[src/rtl/txq_pkg.sv]
package txq_pkg;

  localparam int SLOT_BYTES = 16;
  localparam int WORDS_PER_SLOT = 4;

  localparam logic [2:0] RSEL_BASE_LO = 3'd0;
  localparam logic [2:0] RSEL_BASE_HI = 3'd1;
  localparam logic [2:0] RSEL_SIZE    = 3'd2;
  localparam logic [2:0] RSEL_TAIL    = 3'd3;
  localparam logic [2:0] RSEL_CTRL    = 3'd4;

  localparam int CTRL_EN   = 0;
  localparam int CTRL_GRAN = 1;

  localparam int CMD_EOP  = 0;
  localparam int CMD_RS   = 3;
  localparam int CMD_DEXT = 5;

  localparam int STS_DONE = 0;

  typedef enum logic [2:0] {
    ST_IDLE,
    ST_FETCH,
    ST_DECIDE,
    ST_HAND,
    ST_WB,
    ST_ADV
  } walk_st_e;

endpackage

[src/rtl/txq_rst_sync.sv]
module txq_rst_sync (
  input  logic clk,
  input  logic rst_n,
  output logic rst_nq
);

  logic [1:0] sync_q;

  always_ff @(posedge clk or negedge rst_n) begin
    if (!rst_n) sync_q <= 2'b00;
    else        sync_q <= {sync_q[0], 1'b1};
  end

  assign rst_nq = sync_q[1];

endmodule

[src/rtl/txq_regs.sv]
module txq_regs
  import txq_pkg::*;
#(
  parameter int IDX_W = 16,
  parameter int LEN_W = 20
) (
  input  logic             clk,
  input  logic             rst_ni,
  input  logic             we,
  input  logic [2:0]       sel,
  input  logic [31:0]      wdata,
  output logic [63:0]      base,
  output logic [LEN_W-1:0] size_bytes,
  output logic [IDX_W-1:0] tail,
  output logic             en,
  output logic             gran
);

  logic [63:0]      base_d;
  logic [LEN_W-1:0] size_d;
  logic [IDX_W-1:0] tail_d;
  logic             en_d, gran_d;
  logic             unused_wbits;

  assign unused_wbits = ^wdata;

  always_comb begin
    base_d = base;
    size_d = size_bytes;
    tail_d = tail;
    en_d   = en;
    gran_d = gran;
    if (we) begin
      case (sel)
        RSEL_BASE_LO: base_d[31:0]  = wdata;
        RSEL_BASE_HI: base_d[63:32] = wdata;
        RSEL_SIZE:    size_d = wdata[LEN_W-1:0];
        RSEL_TAIL:    tail_d = wdata[IDX_W-1:0];
        RSEL_CTRL: begin
          en_d   = wdata[CTRL_EN];
          gran_d = wdata[CTRL_GRAN];
        end
        default: ;
      endcase
    end
  end

  always_ff @(posedge clk or negedge rst_ni) begin
    if (!rst_ni) begin
      base       <= '0;
      size_bytes <= '0;
      tail       <= '0;
      en         <= 1'b0;
      gran       <= 1'b0;
    end else begin
      base       <= base_d;
      size_bytes <= size_d;
      tail       <= tail_d;
      en         <= en_d;
      gran       <= gran_d;
    end
  end

  // tail register follows a write to its code on the next cycle
  assert_tail_write_R2: assert property (@(posedge clk) disable iff (!rst_ni)
    (we && sel == RSEL_TAIL) |=> (tail == $past(wdata[IDX_W-1:0])));

endmodule

[src/rtl/txq_desc_dec.sv]
module txq_desc_dec
  import txq_pkg::*;
(
  input  logic [127:0] words,
  input  logic         gran,
  output logic [63:0]  f_addr,
  output logic [15:0]  f_len,
  output logic [7:0]   f_cso,
  output logic [7:0]   f_cmd,
  output logic [7:0]   f_css,
  output logic [15:0]  f_special,
  output logic         skip,
  output logic         want_wb,
  output logic [31:0]  wb_word
);

  logic [7:0] f_sts;

  always_comb begin
    f_addr    = words[63:0];
    f_len     = words[79:64];
    f_cso     = words[87:80];
    f_cmd     = words[95:88];
    f_sts     = words[103:96];
    f_css     = words[111:104];
    f_special = words[127:112];
    skip      = (f_len == 16'd0) || f_cmd[CMD_DEXT];
    want_wb   = f_cmd[CMD_RS] || gran;
    wb_word   = {f_special, f_css, f_sts | (8'd1 << STS_DONE)};
  end

endmodule

[src/rtl/txq_walker.sv]
module txq_walker
  import txq_pkg::*;
#(
  parameter int IDX_W          = 16,
  parameter int LEN_W          = 20,
  parameter int MIN_RING_BYTES = 128
) (
  input  logic             clk,
  input  logic             rst_ni,
  input  logic [63:0]      base,
  input  logic [LEN_W-1:0] size_bytes,
  input  logic [IDX_W-1:0] tail,
  input  logic             en,
  input  logic             desc_skip,
  input  logic             desc_wb,
  input  logic [31:0]      wb_word,
  output logic             mem_req,
  output logic             mem_we,
  output logic [63:0]      mem_addr,
  output logic [31:0]      mem_wdata,
  input  logic [31:0]      mem_rdata,
  input  logic             mem_ack,
  output logic             buf_valid,
  input  logic             buf_ready,
  output logic [127:0]     words_q,
  output logic [IDX_W-1:0] head_q
);

  localparam int CNT_W   = LEN_W - 4;
  localparam int WCNT_W  = $clog2(WORDS_PER_SLOT);
  localparam int SHIFT_S = $clog2(SLOT_BYTES);

  walk_st_e          state_q, state_d;
  logic [WCNT_W-1:0] wcnt_q, wcnt_d;
  logic [IDX_W-1:0]  head_d, head_next;
  logic [127:0]      words_d;
  logic [CNT_W-1:0]  ring_cnt;
  logic              ring_ok, ring_busy, at_last;
  logic [63:0]       slot_addr;
  logic [WCNT_W-1:0] word_sel;

  assign ring_cnt  = size_bytes[LEN_W-1:4];
  assign ring_ok   = 32'(size_bytes) >= 32'(MIN_RING_BYTES);
  assign ring_busy = (head_q != tail);
  assign at_last   = (32'(head_q) + 32'd1) >= 32'(ring_cnt);
  assign head_next = at_last ? '0 : head_q + IDX_W'(1);

  assign slot_addr = base + (64'(head_q) << SHIFT_S);
  assign word_sel  = (state_q == ST_WB) ? WCNT_W'(WORDS_PER_SLOT - 1) : wcnt_q;
  assign mem_addr  = slot_addr + {{(62 - WCNT_W){1'b0}}, word_sel, 2'b00};
  assign mem_wdata = wb_word;

  always_comb begin
    state_d   = state_q;
    wcnt_d    = wcnt_q;
    head_d    = head_q;
    words_d   = words_q;
    mem_req   = 1'b0;
    mem_we    = 1'b0;
    buf_valid = 1'b0;
    case (state_q)
      ST_IDLE: begin
        if (en && ring_ok && ring_busy) begin
          state_d = ST_FETCH;
          wcnt_d  = '0;
        end
      end
      ST_FETCH: begin
        mem_req = 1'b1;
        if (mem_ack) begin
          words_d[{wcnt_q, 5'b00000} +: 32] = mem_rdata;
          if (wcnt_q == WCNT_W'(WORDS_PER_SLOT - 1)) state_d = ST_DECIDE;
          else                                       wcnt_d  = wcnt_q + WCNT_W'(1);
        end
      end
      ST_DECIDE: begin
        if (desc_skip) state_d = desc_wb ? ST_WB : ST_ADV;
        else           state_d = ST_HAND;
      end
      ST_HAND: begin
        buf_valid = 1'b1;
        if (buf_ready) state_d = desc_wb ? ST_WB : ST_ADV;
      end
      ST_WB: begin
        mem_req = 1'b1;
        mem_we  = 1'b1;
        if (mem_ack) state_d = ST_ADV;
      end
      ST_ADV: begin
        head_d  = head_next;
        state_d = ST_IDLE;
      end
      default: state_d = ST_IDLE;
    endcase
  end

  always_ff @(posedge clk or negedge rst_ni) begin
    if (!rst_ni) begin
      state_q <= ST_IDLE;
      wcnt_q  <= '0;
      head_q  <= '0;
      words_q <= '0;
    end else begin
      state_q <= state_d;
      wcnt_q  <= wcnt_d;
      head_q  <= head_d;
      words_q <= words_d;
    end
  end

  // a pending memory request keeps its address and direction
  assert_mem_hold_R3: assert property (@(posedge clk) disable iff (!rst_ni)
    (mem_req && !mem_ack) |=> (mem_req && $stable(mem_addr) && $stable(mem_we)));

  // an offered buffer stays offered with the same contents
  assert_buf_hold_R4: assert property (@(posedge clk) disable iff (!rst_ni)
    (buf_valid && !buf_ready) |=> (buf_valid && $stable(words_q)));

  // writes only for slots that asked, or when every slot is written back
  assert_wb_gated_R7: assert property (@(posedge clk) disable iff (!rst_ni)
    (mem_req && mem_we) |-> desc_wb);

  // head only steps by one or wraps to zero
  assert_head_step_R10: assert property (@(posedge clk) disable iff (!rst_ni)
    !$stable(head_q) |-> (head_q == '0 || head_q == $past(head_q) + IDX_W'(1)));

  // a fetch only begins after enable was seen
  assert_fetch_needs_en_R11: assert property (@(posedge clk) disable iff (!rst_ni)
    (state_q == ST_FETCH && $past(state_q) == ST_IDLE) |-> $past(en));

  // a fetch only begins on a ring of legal size
  assert_short_ring_idle_R12: assert property (@(posedge clk) disable iff (!rst_ni)
    (state_q == ST_FETCH && $past(state_q) == ST_IDLE) |-> $past(ring_ok));

  // an empty ring issues no memory traffic
  assert_empty_idle_R13: assert property (@(posedge clk) disable iff (!rst_ni)
    (state_q == ST_IDLE && !ring_busy) |=> !mem_req);

endmodule

[src/rtl/txq_ring_engine.sv]
module txq_ring_engine
  import txq_pkg::*;
#(
  parameter int IDX_W          = 16,
  parameter int LEN_W          = 20,
  parameter int MIN_RING_BYTES = 128
) (
  input  logic             clk,
  input  logic             rst_n,
  input  logic             reg_we,
  input  logic [2:0]       reg_addr,
  input  logic [31:0]      reg_wdata,
  output logic             mem_req,
  output logic             mem_we,
  output logic [63:0]      mem_addr,
  output logic [31:0]      mem_wdata,
  input  logic [31:0]      mem_rdata,
  input  logic             mem_ack,
  output logic             buf_valid,
  input  logic             buf_ready,
  output logic [63:0]      buf_addr,
  output logic [15:0]      buf_len,
  output logic [7:0]       buf_cmd,
  output logic [7:0]       buf_cso,
  output logic [7:0]       buf_css,
  output logic [15:0]      buf_special,
  output logic [IDX_W-1:0] ring_head
);

  logic             rst_nq;
  logic [63:0]      cfg_base;
  logic [LEN_W-1:0] cfg_size;
  logic [IDX_W-1:0] cfg_tail;
  logic             cfg_en, cfg_gran;
  logic [127:0]     slot_words;
  logic             d_skip, d_wb;
  logic [31:0]      d_wb_word;

  txq_rst_sync u_rst (
    .clk    (clk),
    .rst_n  (rst_n),
    .rst_nq (rst_nq)
  );

  txq_regs #(.IDX_W(IDX_W), .LEN_W(LEN_W)) u_regs (
    .clk        (clk),
    .rst_ni     (rst_nq),
    .we         (reg_we),
    .sel        (reg_addr),
    .wdata      (reg_wdata),
    .base       (cfg_base),
    .size_bytes (cfg_size),
    .tail       (cfg_tail),
    .en         (cfg_en),
    .gran       (cfg_gran)
  );

  txq_desc_dec u_dec (
    .words     (slot_words),
    .gran      (cfg_gran),
    .f_addr    (buf_addr),
    .f_len     (buf_len),
    .f_cso     (buf_cso),
    .f_cmd     (buf_cmd),
    .f_css     (buf_css),
    .f_special (buf_special),
    .skip      (d_skip),
    .want_wb   (d_wb),
    .wb_word   (d_wb_word)
  );

  txq_walker #(.IDX_W(IDX_W), .LEN_W(LEN_W), .MIN_RING_BYTES(MIN_RING_BYTES)) u_walk (
    .clk        (clk),
    .rst_ni     (rst_nq),
    .base       (cfg_base),
    .size_bytes (cfg_size),
    .tail       (cfg_tail),
    .en         (cfg_en),
    .desc_skip  (d_skip),
    .desc_wb    (d_wb),
    .wb_word    (d_wb_word),
    .mem_req    (mem_req),
    .mem_we     (mem_we),
    .mem_addr   (mem_addr),
    .mem_wdata  (mem_wdata),
    .mem_rdata  (mem_rdata),
    .mem_ack    (mem_ack),
    .buf_valid  (buf_valid),
    .buf_ready  (buf_ready),
    .words_q    (slot_words),
    .head_q     (ring_head)
  );

  // empty buffers never reach the packet mover
  assert_no_empty_handoff_R8: assert property (@(posedge clk) disable iff (!rst_nq)
    buf_valid |-> (buf_len != 16'd0));

  // extended-format slots never reach the packet mover
  assert_no_ext_handoff_R9: assert property (@(posedge clk) disable iff (!rst_nq)
    buf_valid |-> !buf_cmd[CMD_DEXT]);

  // a write-back always carries the done flag
  assert_wb_done_flag_R5: assert property (@(posedge clk) disable iff (!rst_nq)
    (mem_req && mem_we) |-> mem_wdata[STS_DONE]);

endmodule

[config.mk]
export PLATFORM = sky130hd
export DESIGN_NAME = txq_ring_engine
export DESIGN_NICKNAME = d
export VERILOG_FILES = /design/src/rtl/txq_pkg.sv /design/src/rtl/txq_rst_sync.sv /design/src/rtl/txq_regs.sv /design/src/rtl/txq_desc_dec.sv /design/src/rtl/txq_walker.sv /design/src/rtl/txq_ring_engine.sv
export SDC_FILE = /design/constraint.sdc
export NUM_CORES = 1
export LEC_CHECK = 0
export ABC_AREA = 1
export BUFFER_PORTS_ARGS = -buffer_cell sky130_fd_sc_hd__buf_2
export CORE_UTILIZATION = 40
export CTS_BUF_LIST = sky130_fd_sc_hd__clkbuf_2 sky130_fd_sc_hd__clkbuf_4 sky130_fd_sc_hd__clkbuf_8
export DETAILED_ROUTE_END_ITERATION = 8
export GPL_TIMING_DRIVEN = 0
export MAX_ROUTING_LAYER = met4
export PLACE_DENSITY = 0.73
export RECOVER_POWER = 25
export SETUP_SLACK_MARGIN = 0.3
export SYNTH_ARGS = -nofsm -noshare
export SYNTH_HDL_FRONTEND = slang
export SYNTH_SLANG_ARGS = --single-unit
export TNS_END_PERCENT = 100
[constraint.sdc]
create_clock -name clk -period 21.4 [get_ports clk]
set_clock_uncertainty 0.05 [all_clocks]
set_input_delay 1.07 -clock clk [delete_from_list [all_inputs] [get_ports clk]]
set_output_delay 1.07 -clock clk [all_outputs]
set_load 0.02 [all_outputs]
==> flow_summary.yaml <==
critical_path:
  critical_path_class: "register to async pin"
  r2r_slack_ns: 15.44
  worstReg2RegStart: "u_rst.sync_q[1]"
  required_ns: 21.50
  critPathLaunchType: "register"
  endpoint: "u_walk.words_q[64]"
  crit_chain: "clkbuf_1 > clkbuf_1"
  worstPathArrival_ns: 6.06
  critPathMaxStageDelay_ns: 2.39
  cp_slowest_cell: "clkbuf_1"
  crit_cells: 2
  crit_fanout: 59
  cp-end-kind: "async pin"
  path_buf_inv: 2
  cp_top_family: "buffers and inverters"
  worstReg2RegEnd: "u_walk.words_q[64]"
  cpMostUsedCell: "clkbuf_1"
  rr_worst_depth: 2
  crit_start: "u_rst.sync_q[1]"
detailed_routing:
  vias: 14800
  wl_per_cell_um: 19.2
  viasPerCell: 5.36
  drt_iter0_drc: 930
  first_pass_iters: 5
  drc_errors: 0
  drt_wl_total_um: 52900
  antenna_left: 0
power_and_ir_drop:
  powerDensity_mw_per_mm2: 102
  cellLeakagePower_uw: 0.00975
  ir_worst_vdd_v: 0.0000680
yosys:
  ys_ff_latch: 248
  synth_cells: 1913
  ys.flop_type: "dfrtp_1"
  synth_top_area_share_pct: 43.4
  synth_area_leaders: "dfrtp_1 43%, nand2_1 15%, o21ai_0 5.8%"
  yosysTopAreaCell: "dfrtp_1"
  yosysSeqAreaShare_pct: 43.4
  synth_cell_type_count: 42
  yosys-top-cells-count: "554 x nand2_1, 248 x dfrtp_1, 201 x inv_1, 166 x o21ai_0, 146 x nand3_1"
  synth_edf_count: 0
  yosysWarnings: 0
  avgSynthCellArea_um2: 7.47
  syn_area_mm2: 0.0143
  async_flop_share_pct: 100
  yosysMostFrequentCell: "nand2_1"
place:
  hpwl_um: 40900
  place.gp.congestion: 0.978
  io_buffers: 305
global_route:
  grt_max_degree: 66
  overflow: 0
  antenna_found_initial: 0
  grt_pass1_wl_um: 82200
  grt.total_usage_pct: 30.3
  grt_pass1_vias: 14600
timing:
  fin_tns_setup_ns: 0
  period_needed_ns: 5.96
  slew_headroom_pct: -158
  fin_crit_sh_pct: 27.8
  slew_violations: 178
  rsz0062_at_grt: "false"
  hold_viol: 0
  setup_viol: 0
  fmax_mhz: 168
  max_slew.worst_pin.slew_ns: 3.88
floorplanning:
  fp.dieW_um: 191
  fp.dieArea_mm2: 0.0365
  ioPinCount: 307
  die-height_um: 191
  start_util_pct: 41.0
  rows: 68
  design.core.area_mm2: 0.0348
cells_and_area:
  syn_to_final_growth_pct: 22.2
  postLayoutCoreUtil_pct: 50.2
  drive_gt1_share_pct: 20.8
  nNetsFinal: 2383
  diodes: 0
worst_hold_path:
  hold_class: "input pin to async pin"
outcome:
  violations: "max-capacitance violations, max-slew violations"
  status: "complete, but fails checks"
clock_network:
  cts.sinks: 248
  cts-root-buf: "clkbuf_8"
  htree_levels: 2
  cts.clk_slew.worst_paths_ns: 0.06
  cts_buffers: 44
  postCtsSetupBuffers: 0
  clock_path_buffers: 3
  holdBufCountCts: 0
  cts_resized: 0
  cts_tree: "yes"
  clock_latency_ns: 0.63
run:
  cap_violations: 3
-- metrics by stage --
stage                     instances  hold slack [ns]  area, um2  setup slack (ns)  power [uW]
after floorplan                1914            0.281      14300             13.93        1030
after global placement         2674            0.286      16400             10.87        1250
after detailed placement       2678            0.193      16500             16.44        1270
after CTS                      2760            0.142      17500             15.74        1790
after global routing           2760            0.159      17500             14.17        1890
final                          2760            0.190      17500             15.44        1790
-- how the worst min path moves through the flow --
stage | startpoint | end | slack, ns | depth (start not counted)
6_report | rst_n | u_rst.sync_q[0] | 0.19 | 1
5_1_grt | rst_n | u_rst.sync_q[0] | 0.16 | 1
4_1_cts | rst_n | u_rst.sync_q[0] | 0.14 | 1
3_5_place_dp | u_rst.sync_q[1] | u_walk.words_q[62] | 0.19 | 0
3_3_place_gp | u_rst.sync_q[0] | u_rst.sync_q[1] | 0.29 | 0
2_1_floorplan | u_rst.sync_q[0] | u_rst.sync_q[1] | 0.28 | 0
-- routing by layer --
metal | routed length [um] | up-vias | GRT usage (%)
met1 | 21200 | 7029 | 36.7
met5 | 0 | - | -
li1 | - | 6954 | -
met3 | 4430 | 138 | 6.04
met4 | 2300 | 0 | 14.2
met2 | 25000 | 664 | 48.5
-- final cells by class --
cell class | instances | area [um2]
fillers | 3446 | 17300
multi-input cells | 1350 | 6710
flip-flops and latches | 248 | 6210
repair buffers | 309 | 1560
clock buffers | 69 | 906
inverters | 209 | 787
plain buffers | 107 | 588
well taps | 455 | 569
clock inverters | 13 | 130
-- sequential cells by signal (all words and copies together), names as in the netlist, 2 cells and up --
name and flops:
u_walk.words_q 127, u_regs.base 64, u_regs.size_bytes 16, u_regs.tail 16, u_walk.head_q 16, u_walk.state_q 3
u_rst.sync_q 2, u_walk.wcnt_q 2
-- logic make-up (layout without fill, tap and decap cells) --
group / Yosys count / count (layout) / synth area share, %
DFF: 248 / 248 / 43.4
AOI/OAI and AO/OA: 295 / 295 / 10.4
buffers and inverters: 316 / 707 / 9.63
and+or+nand+nor: 972 / 972 / 30.4
adders and majority gates: 42 / 42 / 3.73
xor gates and xnor gates: 39 / 39 / 2.39
other: 1 / 2 / 0.0263
-- worst reg2reg max path, stage by stage, from the launching register on --
cell and delay, ns:
dfrtp_1 0.88, clkbuf_1 2.39, clkbuf_1 2.12
-- where the power goes --
group          total, uW  internal [uW]  leakage (uW)  switching [uW]
sequential           641            560       0.00325            81.0
combinational        627            181       0.00594             446
clock                519            296      0.000553             223
-- layout by cell type, fill, tap and decap left out, types with 4 or more instances in the layout --
cell	n
ha_1	41
nor4_1	11
clkbuf_1	53
nand2_2	5
xor2_1	37
clkbuf_8	62
inv_1	201
buf_2	320
dfrtp_1	248
buf_6	4
nor2_2	8
clkinv_2	9
nor2_4	5
nand3b_1	12
nor3_1	17
nor2_1	100
nand2_1	554
o21ai_0	166
o21ai_1	94
a21oi_1	30
nand3_1	146
inv_2	6
nand4_1	98
clkbuf_4	7
buf_4	36
No activity file was read; power rests on OpenSTA's default activity.
